[config.mk]
export PLATFORM = sky130hd
export DESIGN_NAME = burst_resync_det
export DESIGN_NICKNAME = d
export VERILOG_FILES = /design/src/rtl/burst_resync_det.sv
export SDC_FILE = /design/constraint.sdc
export NUM_CORES = 1
export LEC_CHECK = 0
export BUFFER_PORTS_ARGS = -buffer_cell sky130_fd_sc_hd__buf_4
export CORE_MARGIN = 2
export CORE_UTILIZATION = 35
export CTS_CLUSTER_SIZE = 14
export DETAILED_ROUTE_END_ITERATION = 10
export SKIP_LAST_GASP = 1
export SYNTH_ARGS = -nofsm -noshare
export SYNTH_HDL_FRONTEND = slang
export SYNTH_SLANG_ARGS = --single-unit
export TNS_END_PERCENT = 100
[constraint.sdc]
create_clock -name clk -period 1.8 [get_ports clk]
set_clock_uncertainty 0.15 [all_clocks]
set_input_delay 0.36 -clock clk [delete_from_list [all_inputs] [get_ports clk]]
set_output_delay 0.36 -clock clk [all_outputs]
set_load 0.005 [all_outputs]
[src/rtl/burst_resync_det.sv]
module burst_resync_det #(
  parameter int GAP_MAX    = 50,
  parameter int EDGE_MIN   = 4,
  parameter int BIT_CYCLES = 250
) (
  input  logic clk,
  input  logic rst_n,
  input  logic line_in,
  output logic resync_o,
  output logic mask_o
);
  localparam int HOLD = GAP_MAX + BIT_CYCLES;
  localparam int GW   = $clog2(GAP_MAX + 1);
  localparam int EW   = $clog2(EDGE_MIN + 1);
  localparam int HW   = $clog2(HOLD + 1);

  logic          line_q;
  logic [GW-1:0] gap_cnt;
  logic [EW-1:0] edge_cnt;
  logic [HW-1:0] hold_cnt;

  wire rise  = line_in & ~line_q;
  wire close = gap_cnt < GW'(GAP_MAX);
  wire fire  = rise & close & ~mask_o & (edge_cnt >= EW'(EDGE_MIN - 1));
  wire done  = mask_o & ~rise & (hold_cnt == HW'(HOLD - 1));

  always_ff @(posedge clk) begin
    if (!rst_n) begin
      line_q   <= 1'b0;
      gap_cnt  <= GW'(GAP_MAX);
      edge_cnt <= '0;
      hold_cnt <= '0;
      resync_o <= 1'b0;
      mask_o   <= 1'b0;
    end else begin
      line_q   <= line_in;
      resync_o <= fire;

      if (rise)       gap_cnt <= GW'(1);
      else if (close) gap_cnt <= gap_cnt + GW'(1);

      if (rise) begin
        if (!close)                           edge_cnt <= EW'(1);
        else if (edge_cnt != EW'(EDGE_MIN))   edge_cnt <= edge_cnt + EW'(1);
      end

      if (rise || !mask_o) hold_cnt <= '0;
      else                 hold_cnt <= hold_cnt + HW'(1);

      if (fire)      mask_o <= 1'b1;
      else if (done) mask_o <= 1'b0;
    end
  end
endmodule


==> results_dict.tcl, run 1 <==
set metrics [dict create \
    outcome "completed" \
    synthCells 101 \
    setup_viol 0 \
    cts_root_buf "clkbuf_4" \
    die_x_um 55.8 \
    use_met2_pct 22.4 \
    cts.sinks 21 \
    ys_async_sr_fraction_pct 0 \
    grt_max_degree 12 \
    cts_tree "done" \
    viasPerCell 5.35 \
    portBuffers 4 \
    wire_per_inst_um 12.4 \
    grt_use_total_pct 12.1 \
    initial_core_util_pct 37.5 \
    synthToLayoutAreaGrowth_pct 12.9 \
    slew_headroom_pct 66.9 \
    clk_latency_ns 0.30 \
    grt_antenna_before_repair 0 \
    post-route-min-period_ns 1.77 \
    setup_slack_ns 0.0271 \
    cts_max_level 1 \
    crit_arrival_ns 1.82 \
    cts.path.max_buffers 2 \
    core_area_sq_um 2500 \
    gr-max-usage-layer "met2" \
    dp_slack_ns 0.0355 \
    first_global_vias 740 \
    ant_nets 0 \
    slew_viol_final 0 \
    design.die.area_sq_um 3110 \
    n_fill_cell 250 \
    cp_top_family "simple AND/OR/NAND/NOR gates" \
    max_freq_ghz 0.564 \
    cp.required_ns 1.85 \
    crit_slowest_cell "or4_1" \
    ys_top_cells_by_area "dfxtp_1 (45%), ha_1 (6.7%), nand3_1 (4.3%)" \
    synth-edff-count 0 \
    yosysSeqAreaShare_pct 44.8 \
    powerDensity_nw_per_um2 773 \
    power.leakage_uw 0.000398 \
    rsz0062_at_grt "true" \
    crit_type "flop to flop" \
    syn-cell-area_sq_um 938 \
    cts-buffers-inserted 3 \
    wl_um 1750 \
    crit_buf_inv 0 \
    drt_iter0_drc 16 \
    synthTopCellsByCount "dfxtp_1 (21), nand2_1 (9), nand3_1 (8)" \
    synth_flop_cell "dfxtp_1" \
    cap_violations 0 \
    synth.most_common_cell "dfxtp_1" \
    hp-class "input port to flop" \
    boundaryPins 5 \
    grt_pass1_wl_um 3070 \
    synth.net_count 109 \
    hold_viol 0 \
    power_uw 819 \
    cp_max_fo 2 \
    synth_top_area_share_pct 44.8 \
    ir_drop_mv 0.682 \
    use_met1_pct 13.3 \
    startpoint_type "flop" \
    overflow 0 \
    yosysTopAreaCell "dfxtp_1" \
    path_cells "or4_1 -> or4b_1 -> a31o_1" \
    globalplace.congestion 0.729 \
    clkTransAtPathRegs_ns 0.12 \
    drive_above_1_share_pct 11.7 \
    drc 0 \
    std_cell_rows 18 \
    ys_ff_latch 21 \
    nets 120 \
    vias 754 \
    yosysWarningCount 0 \
    diodes 0 \
    max_stage_delay_ns 0.51 \
    synth_cell_type_count 30 \
    met3_usage_pct 5.12 \
    finalCritPeriodShare_pct 98.5 \
    fp.dieH_um 55.8 \
    dp_hpwl_um 1310 \
    synth.avg_cell_area_sq_um 9.29 \
    end_kind "flop" \
    setup_tns_ns 0 \
    tightest_slew_ns 0.496 \
    drtPass1Iterations 4 \
]
state kept, by name, indices dropped and copies added, names as in the netlist:
name and count:
hold_cnt 9, edge_cnt 3, line_q 1, mask_o 1, gap_cnt 6, resync_o 1
final cells by class:
class	instances	area, sq um	share of cell area (%)
repair buffers	8	60.1	5.67
flip-flops and latches	21	420	39.7
well taps	30	37.5	3.54
inverters	5	18.8	1.77
clock buffers	4	26.3	2.48
multi-input cells	73	497	46.9
where the power goes:
part | internal (uW) | switching (uW)
Clock | 86.4 | 139
Sequential | 483 | 21.9
Combinational | 43.6 | 46.2
Total | 613 | 207
cell families (layout without fill, tap and decap cells):
kind of cell	Yosys count	count (layout)	synth area share [%]
flops	21	21	44.8
buf+inv	7	17	2.80
simple gates	38	38	21.5
fa+ha+maj	5	5	6.67
mux	3	3	3.20
compound gates	23	23	17.3
xor+xnor	4	4	3.73
metal layers:
| layer | wire (um) | part of all wire, % |
|---|---|---|
| met2 | 908 | 52 |
| met3 | 68 | 3.9 |
| met5 | 0 | 0 |
| met4 | 0 | 0 |
| met1 | 770 | 44 |
per-stage QoR:
step | std cells | hold slack, ns | utilization (%) | instance area (sq um)
after CTS | 141 | 0.137 | 42.2 | 1050
final | 141 | 0.142 | 42.4 | 1060
after detailed placement | 137 | 0.286 | 41.1 | 1030
after global placement | 137 | 0.279 | 41.1 | 1030
after global routing | 141 | 0.134 | 42.4 | 1060
after floorplan | 101 | 0.268 | - | 938
placed cells by master, fill, tap and decap left out, drive strengths merged, types with 2 or more instances in the layout:
cell | synthesis | layout
o31ai | 2 | 2
mux2i | 3 | 3
a21oi | 7 | 7
clkbuf | 2 | 4
ha | 5 | 5
nand2b | 2 | 2
nand2 | 9 | 9
o21ai | 5 | 5
nand3 | 8 | 8
a31oi | 3 | 3
dfxtp | 21 | 21
buf | 0 | 8
xor2 | 2 | 2
xnor2 | 2 | 2
nor2 | 6 | 6
or3 | 3 | 3
or4 | 3 | 3
inv | 5 | 5
worst paths after layout:
kind                                  start     endpoint  slack (ns)  cells after the start
worst min-delay path                  rst_n   gap_cnt[5]        0.14                      2
worst min register to register  hold_cnt[0]  hold_cnt[0]        0.31                      1
worst max register to register  hold_cnt[2]       mask_o        0.03                      3
worst max-delay path            hold_cnt[2]       mask_o        0.03                      3
repair_timing:
action,CTS,global route
resized for setup,0,1
setup buffers,0,0
setup endpoints to repair,0,1
hold buffers,0,0
(Power assumes the default switching activity.)
==> inputs of run 2 (changes only) <==
--- a/config.mk
+++ b/config.mk
@@ -10,6 +10,8 @@
 export CORE_UTILIZATION = 35
 export CTS_CLUSTER_SIZE = 14
 export DETAILED_ROUTE_END_ITERATION = 10
+export REMOVE_ABC_BUFFERS = 1
+export SETUP_SLACK_MARGIN = 0.05
 export SKIP_LAST_GASP = 1
 export SYNTH_ARGS = -nofsm -noshare
 export SYNTH_HDL_FRONTEND = slang
==> constraint.sdc (replaced) <==
create_clock -name clk -period 1.8 [get_ports clk]
set_clock_uncertainty 0.15 [all_clocks]
set_input_delay 0.45 -clock clk [delete_from_list [all_inputs] [get_ports clk]]
set_output_delay 0.45 -clock clk [all_outputs]
set_load 0.005 [all_outputs]
==> run 2 against run 1 <==
  * Worst hold slack improved by 0.096 ns
  * Sequential share of layout area shrank 0.37 points
  * Count of clock-buffer cells in the layout unchanged
  * Setup slack better by 0.031 ns
  * Via count is 0.66% higher
  * Sequential power barely moved
==> results_dict.tcl, run 2 (synthesis results as in run 1) <==
set metrics [dict create \
    regMostFlops "hold_cnt" \
    clkTransAtPathRegs_ns 0.11 \
    drc 0 \
    cts_tree "done" \
    grt_antenna_before_repair 0 \
    cp_top_family "simple AND/OR/NAND/NOR gates" \
    startpoint_type "flop" \
    first_global_vias 710 \
    largest_reg_flops 9 \
    ir_drop_mv 0.485 \
    multi_input_area_sq_um 492 \
    ant_nets 0 \
    synthToLayoutAreaGrowth_pct 14.0 \
    cap_violations 0 \
    hp-class "input port to flop" \
    reg2reg_slack_ns 0.06 \
    die_x_um 55.8 \
    seqCellArea_sq_um 420 \
    hp-start "rst_n" \
    cts_setup_buffers 0 \
    setup_viol 0 \
    globalplace.congestion 0.755 \
    startpoint "hold_cnt[2]" \
    setup_tns_ns 0 \
    n_fill_cell 249 \
    tightest_slew_ns 0.393 \
    initial_core_util_pct 37.5 \
    max_stage_delay_ns 0.49 \
    drtPass1Iterations 4 \
    portBuffers 4 \
    nets 122 \
    postCtsHoldBufs 0 \
    power_uw 819 \
    design.die.area_sq_um 3110 \
    whs_ns 0.238 \
    placedInstanceArea_sq_um 1040 \
    viasPerCell 5.31 \
    cp_max_fo 2 \
    rsz0062_at_grt "true" \
    path_cells "or4_1 -> or4b_1 -> a31o_1" \
    wl_um 1690 \
    final_cell_mix "dfxtp_1 (21), buf_4 (10), nand2_1 (9), nand3_1 (8), a21oi_1 (7)" \
    crit_buf_inv 0 \
    slew_headroom_pct 73.7 \
    core_area_sq_um 2500 \
    cts-buffers-inserted 3 \
    design_area_sq_um 1070 \
    fp.dieH_um 55.8 \
    layoutNonFillerInstCount 143 \
    drt_iter0_drc 14 \
    hold_viol 0 \
    std_cell_rows 18 \
    worstReg2RegStart "hold_cnt[2]" \
    finalCritPeriodShare_pct 96.8 \
    crit_arrival_ns 1.79 \
    post-route-min-period_ns 1.74 \
    powerDensity_nw_per_um2 765 \
    top_regs "hold_cnt (9), gap_cnt (6), edge_cnt (3)" \
    grt_pass1_wl_um 2840 \
    vias 759 \
    boundaryPins 5 \
    cts_root_buf "clkbuf_4" \
    clk_latency_ns 0.30 \
    grt_max_degree 12 \
    max_freq_ghz 0.574 \
    diodes 0 \
    crit_type "flop to flop" \
    cp.required_ns 1.85 \
    cts.sinks 21 \
    slew_viol_final 0 \
    cts_resized 0 \
    overflow 0 \
    power.leakage_uw 0.000408 \
    cts.path.max_buffers 2 \
    layout_commonest_cell "dfxtp_1" \
    drive_above_1_share_pct 12.4 \
    dp_hpwl_um 1260 \
    end_kind "flop" \
    wire_per_inst_um 11.8 \
    grt_use_total_pct 11.4 \
    crit_slowest_cell "or4_1" \
    dp_cells 139 \
    cts_max_level 1 \
    outcome "completed" \
]
[run 2: changes by cell type in the layout (fill, tap and decap cells not counted)]
cell	delta
nand3_1	+1
buf_4	+2
nand3_2	-1
[run 2: through the flow]
stage,worst slack (ns),utilization (%)
3_3_place_gp,0.0644,41.7
3_5_place_dp,0.0682,41.7
6_report,0.0576,42.8
4_1_cts,0.0532,42.8
5_1_grt,0.0119,42.8
2_1_floorplan,0.0477,-
[run 2: final timing paths]
kind,endpoint,cells past startpoint
min,gap_cnt[4],2
min reg2reg,hold_cnt[0],1
max,mask_o,3
max reg2reg,mask_o,3
[run 2: report_power, final]
part	total, uW	leakage, uW	internal [uW]	switching, uW
sequential	504	0.000171	483	21.7
combinational	93.9	0.000222	47.3	46.6
clock	221	0.0000150	86.3	134
total	819	0.000408	616	203
[run 2: layer usage]
layer / vias to the layer above / global-route usage, % / part of all wire (%)
met5: - / 0 / 0
met1: 352 / 12.8 / 47
met3: 2 / 4.88 / 3.7
met2: 13 / 19.4 / 49
met4: 0 / 3.48 / 0.59
li1: 392 / - / -
[run 2: final cells by class]
| type | instances | area share [%] |
|---|---|---|
| clock buffer | 4 | 2.46 |
| inverter | 5 | 1.75 |
| multi-input combinational | 73 | 46.0 |
| sequential | 21 | 39.3 |
| tap | 30 | 3.51 |
| timing repair buffer | 10 | 7.02 |
[run 2: worst reg2reg max path: stages, from the launching register on]
cell and delay (ns):
dfxtp_1 0.32, or4_1 0.49, or4b_1 0.46, a31o_1 0.22
==> inputs of run 3 (changes only) <==
--- a/config.mk
+++ b/config.mk
@@ -6,10 +6,10 @@
 export NUM_CORES = 1
 export LEC_CHECK = 0
 export BUFFER_PORTS_ARGS = -buffer_cell sky130_fd_sc_hd__buf_4
-export CORE_MARGIN = 2
 export CORE_UTILIZATION = 35
 export CTS_CLUSTER_SIZE = 14
 export DETAILED_ROUTE_END_ITERATION = 10
+export PLACE_DENSITY = 0.58
 export REMOVE_ABC_BUFFERS = 1
 export SETUP_SLACK_MARGIN = 0.05
 export SKIP_LAST_GASP = 1
==> constraint.sdc (replaced) <==
create_clock -name clk -period 2.05 [get_ports clk]
set_clock_uncertainty 0.15 [all_clocks]
set_input_delay 0.5125 -clock clk [delete_from_list [all_inputs] [get_ports clk]]
set_output_delay 0.5125 -clock clk [all_outputs]
set_load 0.005 [all_outputs]
==> run 3 against run 2 <==
  * First-iteration DRC count grew 7.1%
  * Die area shrank 7.0%
  * Register-to-register slack gained 0.18 ns
  * Core utilization shrank 1.5 points
  * Clock power shrank 10%
  * Final area shrank 3.5%
  * Wire length shrank 3.9%
  * Global-route usage grew 2.4 points
  * Count of clock-buffer cells in the layout is the same
  * Critical path depth is the same
  * Largest cell class unchanged
  * Largest power group unchanged
==> results_dict.tcl, run 3 (synthesis results as in run 1) <==
set metrics [dict create \
    outcome "completed" \
    cts_resized 0 \
    boundaryPins 5 \
    cap_violations 0 \
    grt_use_total_pct 13.8 \
    drtPass1Iterations 4 \
    grt_antenna_before_repair 0 \
    viasPerCell 5.29 \
    post-route-min-period_ns 1.82 \
    grt_max_degree 12 \
    cts_setup_buffers 0 \
    tightest_slew_ns 0.511 \
    power.leakage_uw 0.000382 \
    clkTransAtPathRegs_ns 0.12 \
    fp.dieH_um 53.8 \
    reg2reg_depth 3 \
    cts_root_buf "clkbuf_4" \
    cts_max_level 1 \
    cts.path.max_buffers 2 \
    crit_type "flop to flop" \
    drive_above_1_share_pct 8.33 \
    rsz0062_at_grt "false" \
    diodes 0 \
    max_freq_ghz 0.550 \
    globalplace.congestion 0.705 \
    postCtsHoldBufs 0 \
    cp_max_fo 5 \
    hp-class "input port to flop" \
    crit_arrival_ns 1.87 \
    setup_tns_ns 0 \
    cts-buffers-inserted 3 \
    setup_viol 0 \
    top_regs "hold_cnt (9), gap_cnt (6), edge_cnt (3)" \
    design.die.area_sq_um 2890 \
    worstReg2RegStart "hold_cnt[2]" \
    regMostFlops "hold_cnt" \
    cts.sinks 21 \
    first_global_vias 673 \
    overflow 0 \
    powerDensity_nw_per_um2 697 \
    vias 730 \
    drc 0 \
    slew_headroom_pct 65.8 \
    cp.required_ns 2.11 \
    startpoint_type "flop" \
    ant_nets 0 \
    die_x_um 53.8 \
    fin_util_pct 41.3 \
    dp_hpwl_um 1170 \
    clk_latency_ns 0.30 \
    portBuffers 4 \
    hp-start "rst_n" \
    r2r-end "mask_o" \
    grt_pass1_wl_um 2780 \
    final_cell_mix "dfxtp_1 (21), nand2_1 (9), nand3_1 (8), a21oi_1 (7), nor2_1 (6)" \
    core_area_sq_um 2500 \
    hold_depth 2 \
    synthToLayoutAreaGrowth_pct 10.0 \
    nets 117 \
    ir_drop_mv 0.426 \
    finalCritPeriodShare_pct 88.6 \
    std_cell_rows 18 \
    largest_reg_flops 9 \
    drt_iter0_drc 15 \
    end_kind "flop" \
    layout_commonest_cell "dfxtp_1" \
    reg2reg_slack_ns 0.23 \
    cts_tree "done" \
    hold_viol 0 \
    power_uw 719 \
    wire_per_inst_um 11.8 \
    initial_core_util_pct 37.5 \
    hold_end "gap_cnt[4]" \
    wl_um 1630 \
    slew_viol_final 0 \
]
[run 3: cell types whose count changed in the layout (fill, tap and decap cells not counted)]
cell / change
buf_4: -5
[run 3: critical path: stages, from the launching register on]
cell     delay (ns)
dfxtp_1        0.37
or4_1          0.51
or4b_1         0.46
a31o_1         0.22
[run 3: where the power goes]
part           internal (uW)  switching, uW  total, uW
Clock                   75.9            124        199
Sequential               424           19.3        443
Combinational           37.7           39.2       77.0
Total                    537            182        719
[run 3: stage by stage]
stage	cells	hold WS (ns)	instance area, sq um	setup slack [ns]
floorplan	99	0.268	931	0.298
detailed placement	134	0.292	1010	0.256
finish	138	0.296	1030	0.233
CTS	138	0.282	1030	0.223
global placement	134	0.285	1010	0.266
global route	138	0.272	1030	0.177
[run 3: layout make-up]
cell class | instances | area [sq um]
clock buffers | 4 | 26.3
fillers | 250 | 1470
inverters | 5 | 18.8
multi-input cells | 73 | 492
flip-flops and latches | 21 | 420
well taps | 30 | 37.5
repair buffers | 5 | 37.5
[run 3: layer usage]
metal | vias to the layer above | share of wire (%) | wire [um] | track usage, %
met5 | - | 0 | 0 | 0
met4 | 0 | 0.61 | 10 | 3.95
met3 | 2 | 3.9 | 64 | 5.93
met2 | 15 | 45 | 736 | 23.7
met1 | 331 | 50 | 816 | 15.4
li1 | 382 | - | - | -
[run 3: worst max-delay path by stage]
stage / startpoint / to / slack (ns) / depth (start not counted)
after CTS: hold_cnt[2] / mask_o / 0.22 / 3
after detailed placement: hold_cnt[2] / mask_o / 0.26 / 3
final: hold_cnt[2] / mask_o / 0.23 / 3
after floorplan: hold_cnt[2] / mask_o / 0.30 / 3
after global routing: hold_cnt[2] / mask_o / 0.18 / 3
after global placement: hold_cnt[2] / mask_o / 0.27 / 3
